File: config.mk
export PLATFORM = sky130hd
export DESIGN_NAME = ant_div_ctrl
export DESIGN_NICKNAME = d
export VERILOG_FILES = /design/src/rtl/ant_div_pkg.sv /design/src/rtl/ant_div_timer.sv /design/src/rtl/ant_div_qual.sv /design/src/rtl/ant_div_fsm.sv /design/src/rtl/ant_div_ctrl.sv
export SDC_FILE = /design/constraint.sdc
export NUM_CORES = 1
export LEC_CHECK = 0
export BUFFER_PORTS_ARGS = -buffer_cell sky130_fd_sc_hd__buf_2
export CAP_MARGIN = 30
export CORE_UTILIZATION = 45
export CTS_BUF_LIST = sky130_fd_sc_hd__clkbuf_16
export CTS_CLUSTER_SIZE = 24
export DETAILED_ROUTE_END_ITERATION = 8
export PLACE_DENSITY_LB_ADDON = 0.08
export SYNTH_ARGS = -nofsm -noshare
export SYNTH_HDL_FRONTEND = slang
export SYNTH_HIERARCHICAL = 1
export SYNTH_SLANG_ARGS = --single-unit
File: constraint.sdc
create_clock -name clk -period 2.6 [get_ports clk]
set_input_delay 0 -clock clk [delete_from_list [all_inputs] [get_ports clk]]
set_output_delay 0 -clock clk [all_outputs]
set_load 0.02 [all_outputs]
File: src/rtl/ant_div_pkg.sv
// Package: ant_div_pkg
// Shared types for the antenna diversity selector.
// Assumes exactly two antennas, so an antenna is addressed by one bit.
package ant_div_pkg;

    // Search phases of the selector
    typedef enum logic [1:0] {
        PH_MANUAL = 2'd0,   // search disabled, antenna from manual input
        PH_SETTLE = 2'd1,   // switch settling, samples ignored
        PH_LISTEN = 2'd2,   // evaluating correlation on current antenna
        PH_HOLD   = 2'd3    // antenna accepted and held
    } ph_t;

    localparam int unsigned NUM_ANT = 2;

endpackage

File: src/rtl/ant_div_timer.sv
// Module: ant_div_timer
// Counts tick strobes for the current phase and flags the final tick.
// Assumes the controller clears it whenever a new phase begins
// other than by this timer's own expiry.
module ant_div_timer #(
    parameter int unsigned DWELL_TICKS  = 16,
    parameter int unsigned SETTLE_TICKS = 8
) (
    input  logic clk,
    input  logic rst_n,
    input  logic clear,
    input  logic tick,
    input  logic use_settle,
    output logic expire
);

    localparam int unsigned MAX_TICKS = (DWELL_TICKS > SETTLE_TICKS) ? DWELL_TICKS : SETTLE_TICKS;
    localparam int unsigned CNT_W     = (MAX_TICKS > 1) ? $clog2(MAX_TICKS) : 1;
    localparam logic [CNT_W-1:0] DWELL_LAST  = CNT_W'(DWELL_TICKS - 1);
    localparam logic [CNT_W-1:0] SETTLE_LAST = CNT_W'(SETTLE_TICKS - 1);

    logic [CNT_W-1:0] cnt_q;
    logic [CNT_W-1:0] last_val;

    // Select the terminal count for the phase being timed
    always_comb begin
        last_val = use_settle ? SETTLE_LAST : DWELL_LAST;
    end

    // Expiry is the tick that completes the phase
    always_comb begin
        expire = tick && !clear && (cnt_q == last_val);
    end

    // Tick counter that wraps on expiry and clears on request
    always_ff @(posedge clk) begin
        if (!rst_n) begin
            cnt_q <= '0;
        end else if (clear || expire) begin
            cnt_q <= '0;
        end else if (tick) begin
            cnt_q <= cnt_q + 1'b1;
        end
    end

endmodule

File: src/rtl/ant_div_qual.sv
// Module: ant_div_qual
// Decides whether a correlation sample qualifies the current antenna.
// Assumes the window input is high only during the listening phase;
// equality with the threshold does not qualify.
module ant_div_qual #(
    parameter int unsigned CORR_W = 8
) (
    input  logic              window,
    input  logic              corr_vld,
    input  logic [CORR_W-1:0] corr,
    input  logic [CORR_W-1:0] thr,
    output logic              pass
);

    // Strictly-greater comparison gated by sample valid and window
    always_comb begin
        pass = window && corr_vld && (corr > thr);
    end

endmodule

File: src/rtl/ant_div_fsm.sv
// Module: ant_div_fsm
// Phase sequencer and antenna register for the diversity selector.
// Assumes one settle then one listen per antenna, and that a qualifying
// sample during listening wins over a same-cycle timer expiry.
module ant_div_fsm
    import ant_div_pkg::*;
(
    input  logic clk,
    input  logic rst_n,
    input  logic search_en,
    input  logic manual_sel,
    input  logic restart,
    input  logic pass,
    input  logic expire,
    output ph_t  phase,
    output logic ant_idx,
    output logic timer_clear,
    output logic timer_settle,
    output logic window
);

    ph_t  ph_q, ph_d;
    logic idx_q, idx_d;

    // Next phase and antenna selection
    always_comb begin
        ph_d  = ph_q;
        idx_d = idx_q;
        if (!search_en) begin
            ph_d  = PH_MANUAL;
            idx_d = manual_sel;
        end else if (restart) begin
            ph_d = PH_SETTLE;
        end else begin
            case (ph_q)
                PH_MANUAL: ph_d = PH_SETTLE;
                PH_SETTLE: if (expire) ph_d = PH_LISTEN;
                PH_LISTEN: begin
                    if (pass) begin
                        ph_d = PH_HOLD;
                    end else if (expire) begin
                        ph_d  = PH_SETTLE;
                        idx_d = ~idx_q;
                    end
                end
                PH_HOLD:   ph_d = PH_HOLD;
                default:   ph_d = PH_MANUAL;
            endcase
        end
    end

    // Phase and antenna registers
    always_ff @(posedge clk) begin
        if (!rst_n) begin
            ph_q  <= PH_MANUAL;
            idx_q <= 1'b0;
        end else begin
            ph_q  <= ph_d;
            idx_q <= idx_d;
        end
    end

    // Timer control: hold it at zero outside timed phases and on restart
    always_comb begin
        timer_clear  = !search_en || restart || (ph_q == PH_MANUAL) || (ph_q == PH_HOLD);
        timer_settle = (ph_q == PH_SETTLE);
        window       = search_en && !restart && (ph_q == PH_LISTEN);
    end

    assign phase   = ph_q;
    assign ant_idx = idx_q;

endmodule

File: src/rtl/ant_div_ctrl.sv
// Module: ant_div_ctrl
// Top of the two-antenna preamble diversity selector. Times a settle and
// a listen period per antenna from an external tick, locks onto the first
// antenna whose correlation exceeds the threshold, and otherwise follows
// a manual antenna choice. Assumes tick is a one-cycle strobe.
module ant_div_ctrl
    import ant_div_pkg::*;
#(
    parameter int unsigned CORR_W       = 8,
    parameter int unsigned DWELL_TICKS  = 16,
    parameter int unsigned SETTLE_TICKS = 8
) (
    input  logic              clk,
    input  logic              rst_n,
    input  logic              tick,
    input  logic              search_en,
    input  logic              manual_sel,
    input  logic              restart,
    input  logic [CORR_W-1:0] thr,
    input  logic [CORR_W-1:0] corr,
    input  logic              corr_vld,
    output logic [1:0]        ant_sel,
    output logic              locked,
    output logic              sel_idx
);

    ph_t  phase;
    logic ant_idx;
    logic timer_clear;
    logic timer_settle;
    logic window;
    logic expire;
    logic pass;

    ant_div_timer #(
        .DWELL_TICKS (DWELL_TICKS),
        .SETTLE_TICKS(SETTLE_TICKS)
    ) u_timer (
        .clk       (clk),
        .rst_n     (rst_n),
        .clear     (timer_clear),
        .tick      (tick),
        .use_settle(timer_settle),
        .expire    (expire)
    );

    ant_div_qual #(
        .CORR_W(CORR_W)
    ) u_qual (
        .window  (window),
        .corr_vld(corr_vld),
        .corr    (corr),
        .thr     (thr),
        .pass    (pass)
    );

    ant_div_fsm u_fsm (
        .clk         (clk),
        .rst_n       (rst_n),
        .search_en   (search_en),
        .manual_sel  (manual_sel),
        .restart     (restart),
        .pass        (pass),
        .expire      (expire),
        .phase       (phase),
        .ant_idx     (ant_idx),
        .timer_clear (timer_clear),
        .timer_settle(timer_settle),
        .window      (window)
    );

    // One switch-drive bit per antenna
    for (genvar a = 0; a < NUM_ANT; a++) begin : g_drive
        assign ant_sel[a] = (ant_idx == 1'(a));
    end

    // Status outputs
    always_comb begin
        locked  = (phase == PH_HOLD);
        sel_idx = ant_idx;
    end

endmodule

* Word level (Yosys, flattened, before mapping)
Index checks and enable logic that the tools add are counted.
Storage, ports and cells: bits in registers 7, input bits 23, output and inout bits 4
Operators by class: add/sub/neg operators 1, order comparisons 1, equality and inequality tests 12, multiplexer cells 11, bitwise operators 3, reduce and logical (&&, ||, !) cells 20
Operator list (number):
- greater-than comparator 8 bit | 1
- case mux 2 bit (4 select lines) | 1
- logical AND 1 bit | 6
- two-way mux 1 bit | 6
- two-way mux 2 bit | 3
- != test 2 bit (second input constant) | 3
- != test 3 bit (second input constant) | 2
- AND reduction 2 bit | 3
- adder 4 x 1 -> 4 bit (second input constant) | 1
- equality test 2 bit (second input constant) | 2
- equality test 4 bit | 1
- logical OR 1 bit | 4
- two-way mux 4 bit | 1
- != test 2 x 1 -> 1 bit (second input constant) | 2
- != test 4 bit (second input constant) | 1
- AND reduction 4 bit | 1
- logical NOT 1 bit | 3
- NOT 1 bit | 3
- OR reduction 3 bit | 1
- equality test 2 x 1 -> 1 bit (second input constant) | 1
- logical NOT 2 bit | 1
- OR reduction 2 bit | 1

* Longest topological paths before layout
depth after elaboration 12, gate-level depth with buffers 9

* Modules after synthesis
Netlist, hierarchy kept.
Modules (own cells, without submodules):
- ant_div_qual | instances 1, cells each 28, area each 207.7 um^2
- ant_div_timer | instances 1, cells each 21, area each 201.4 um^2
- ant_div_fsm | instances 1, cells each 18, area each 170.2 um^2
- ant_div_ctrl | instances 1, cells each 3, area each 17.5 um^2

* Worst setup path after synthesis
Ideal clock, no wire load.
path type register to register, start point reg u_fsm.ph_q[1], in the netlist u_fsm/phase[1], end point reg u_fsm.idx_q, in the netlist u_fsm/ant_idx, library setup time 74 ps, arrival time 1769 ps, setup slack 757 ps, stages on the path, launching flop included 7, buffers on the path 0, cells stage by stage dfxtp_1 -> xor2_1 -> nand3b_1 -> nor4_1 -> nand2b_1 -> or4_1 -> a31oi_1
Between the ends: longest elaborated chain between the ends 8
Ends and longest elaborated chain:
- start, declared | line ant_div_fsm.sv:22 | ph_t ph_q, ph_d;
- start signal, assigned | line ant_div_fsm.sv:58 | ph_q <= ph_d;
- logical NOT 2 bit | line ant_div_fsm.sv:65 | timer_clear = !search_en || restart || (ph_q == PH_MANUAL) || (ph_q == PH_HOLD);
- logical OR 1 bit | line ant_div_fsm.sv:65
- logical OR 1 bit * | line ant_div_fsm.sv:65
- named net timer_clear | line ant_div_ctrl.sv:29 | logic timer_clear;
- logical NOT 1 bit * | line ant_div_timer.sv:32 | expire = tick && !clear && (cnt_q == last_val);
- logical AND 1 bit * (2 in series) | line ant_div_timer.sv:32
- named net expire | line ant_div_ctrl.sv:32 | logic expire;
- != test 2 x 1 -> 1 bit (no source line) *
- AND reduction 4 bit (no source line) *
- end signal, assigned | line ant_div_fsm.sv:59 | idx_q <= idx_d;
- end, declared | line ant_div_fsm.sv:23 | logic idx_q, idx_d;
Mark *: on every way through the listed nets, which the timed path passes. The rest lies on a longest branch. A chain may end at the register's enable or synchronous reset.

* Worst setup path in the final report
Ends and elaborated chain as after synthesis.

==> impl_metrics.json <==
{
  "status": "finished clean",
  "maxCapViolCount": 0,
  "fin_crit_ns": 2.048,
  "arrival_ns": 2.21,
  "core_area_mm2": 0.001171,
  "grt_pass1_wl_um": 1883,
  "fin_skew_ns": 0.001093,
  "tritoncts": "yes",
  "grt_pass1_vias": 487,
  "cts_setup_buffers": 0,
  "cp_slowest_stage_delay_ns": 0.55,
  "die_w_um": 38.42,
  "yosysSeqAreaShare_pct": 23.48,
  "synthDistinctLibCells": 30,
  "finish.instance_area_um2": 815.8,
  "place_congestion": 0.7242,
  "startpoint_type": "register",
  "drc_errors": 0,
  "htree_levels": 1,
  "initial_core_util_pct": 50.96,
  "die_area_mm2": 0.001476,
  "total_leakage_power_nw": 0.4196,
  "drtAntennaViolNets": 0,
  "syn_nets": 102,
  "syn_inst": 70,
  "rsz0062_at_grt": "no",
  "num_rows": 12,
  "overflow": 0,
  "dieHeight_um": 38.42,
  "ios": 27,
  "fin_nets": 132,
  "fin_tns_setup_ns": 0,
  "numCtsBuffers": 3,
  "synth_async_sr_flop_share_pct": 0,
  "synth_area_um2": 596.8,
  "max_freq_mhz": 488.2,
  "relSlewSlack_pct": 61.88,
  "grt_max_degree": 7,
  "antenna_found_initial": 0,
  "drv_slew": 0,
  "end_kind": "register",
  "diodes": 0,
  "crit_fanout": 6,
  "crit_buf_inv": 0,
  "portBuffers": 26,
  "cp.depth": 6,
  "totalWireLength_um": 1159,
  "avgViaCountPerCell": 5.035,
  "vdd_ir_drop_max_mv": 0.3897,
  "critPathTopFamily": "simple AND/OR/NAND/NOR gates",
  "cts_hold_buf": 0,
  "slowest_stage": "nor4_1",
  "avgSynthCellArea_um2": 8.526,
  "pwr_density_cell_mw_per_mm2": 532.8,
  "hp-class": "primary input to register",
  "cts-resized-gates": 0,
  "wire_per_inst_um": 10.26,
  "finalHoldViolations": 0,
  "synth_edf_count": 0,
  "dpl.hpwl_um": 970.9,
  "path_cells": "xor2_1 -> nand3b_1 -> nor4_1 -> nand2b_1 -> or4_1 -> a31oi_1",
  "syn2layout_area_growth_pct": 36.69,
  "tightest_slew_ns": 0.5665,
  "worstSkewPairLatency_ns": 0.23,
  "clk_pin_slew_ns": 0.04,
  "clockBufferDepth": 2,
  "drt_pass1_iterations": 3,
  "timing.final.crit_share_pct": 78.79,
  "ys.warnings.count": 6,
  "critPathRequiredTime_ns": 2.76,
  "setup_violations": 0,
  "place_area_um2": 737.0,
  "finalPower_uw": 434.7,
  "ys.flop_type": "dfxtp_1",
  "ys_ff_latch": 7,
  "final_layout_size_suffix_gt1_share_pct": 32.32,
  "clock-sinks": 7,
  "path_class": "register to register",
  "reg2reg_depth": 6,
  "track_usage_pct": 19.20,
  "via_count": 569,
  "root_buffer": "clkbuf_16",
  "hold-path-cell-count": 2,
  "fin_hold_ws_ns": 0.02379,
  "drt-initial-drc-count": 8
}
-- final timing paths --
check                      start             end  slack (ns)
setup / recovery  u_fsm/phase[1]   u_fsm/ant_idx        0.55
hold / removal           restart  u_fsm/phase[1]        0.02
setup reg to reg  u_fsm/phase[1]   u_fsm/ant_idx        0.55
hold reg to reg    u_fsm/ant_idx   u_fsm/ant_idx        0.53
-- where the power goes --
part	switching (mW)	internal, mW	total, mW
logic	0.0306	0.0310	0.0616
clock network	0.0604	0.200	0.261
registers	0.00243	0.110	0.113
total	0.0934	0.341	0.435
-- per-stage QoR --
step	worst slack [ns]	std cells	utilization, %
floorplan	0.7573	70	-
global placement	0.6399	109	62.93
detailed placement	0.5724	109	62.93
CTS	0.5521	113	69.66
global route	0.3638	113	69.66
finish	0.5516	113	69.66
-- synth_stat cells, drive strengths merged, types with 2 or more instances --
cell type / count / area, um^2
o21ai: 2 / 10.01
nor2b: 2 / 12.51
nand2: 3 / 13.77
o211a: 2 / 20.02
nand4: 3 / 18.77
inv: 11 / 41.29
a21oi: 5 / 25.02
nand2b: 2 / 12.51
xor2: 2 / 17.52
xnor2: 3 / 26.28
ha: 9 / 112.6
nor2: 3 / 11.26
dfxtp: 7 / 140.1
-- cells in the final DEF (no fill, tap or decap) --
cell type	n
clkbuf_16	3
nand4_1	3
ha_1	9
nor2_1	3
xor2_1	2
o311ai_2	1
nand2b_1	2
dfxtp_1	7
a31oi_1	1
inv_1	12
and2_1	1
nor2b_1	2
o21a_1	1
o211ai_2	1
o211a_1	2
nand2_2	1
or4_1	1
xnor2_1	3
nor4b_1	1
nor3b_1	1
nor4_1	1
a21oi_1	5
o31ai_1	1
nand2_1	2
nor4bb_1	1
o21ai_0	2
and3_1	1
buf_2	26
nand3b_1	1
mux2i_1	1
a22oi_1	1
-- cell families (layout without fill, tap and decap cells) --
kind of cell / count (synthesis) / count (layout) / share of synthesized area [%]
AO/OA/AOI/OAI: 15 / 15 / 18.87
XOR/XNOR: 5 / 5 / 7.339
AND/OR/NAND/NOR: 21 / 21 / 21.60
multiplexers: 1 / 1 / 1.677
adder cells (fa/ha/maj): 9 / 9 / 18.87
flip-flops: 7 / 7 / 23.48
buffers and inverters: 12 / 41 / 8.177
-- sequential cells by signal, indices dropped and copies added (netlist names) --
signal / cells
u_timer/cnt_q: 4
u_fsm/ant_idx: 1
u_fsm/phase: 2
-- layout make-up --
class / count / area (um^2)
sequential: 7 / 140.1
clock inverter: 1 / 3.754
multi-input combinational: 51 / 407.9
timing repair buffer: 26 / 130.1
clock buffer: 3 / 75.07
tap: 14 / 17.52
inverter: 11 / 41.29
fill: 99 / 355.3
-- routing by layer --
layer | up-vias | GRT usage [%] | wire length, um
met1 | 240 | 22.18 | 555
li1 | 308 | - | -
met5 | - | 0 | 0
met4 | 0 | 5.172 | 17
met2 | 18 | 30.08 | 497
met3 | 3 | 11.05 | 89
No activity file was read; power rests on OpenSTA's default activity.
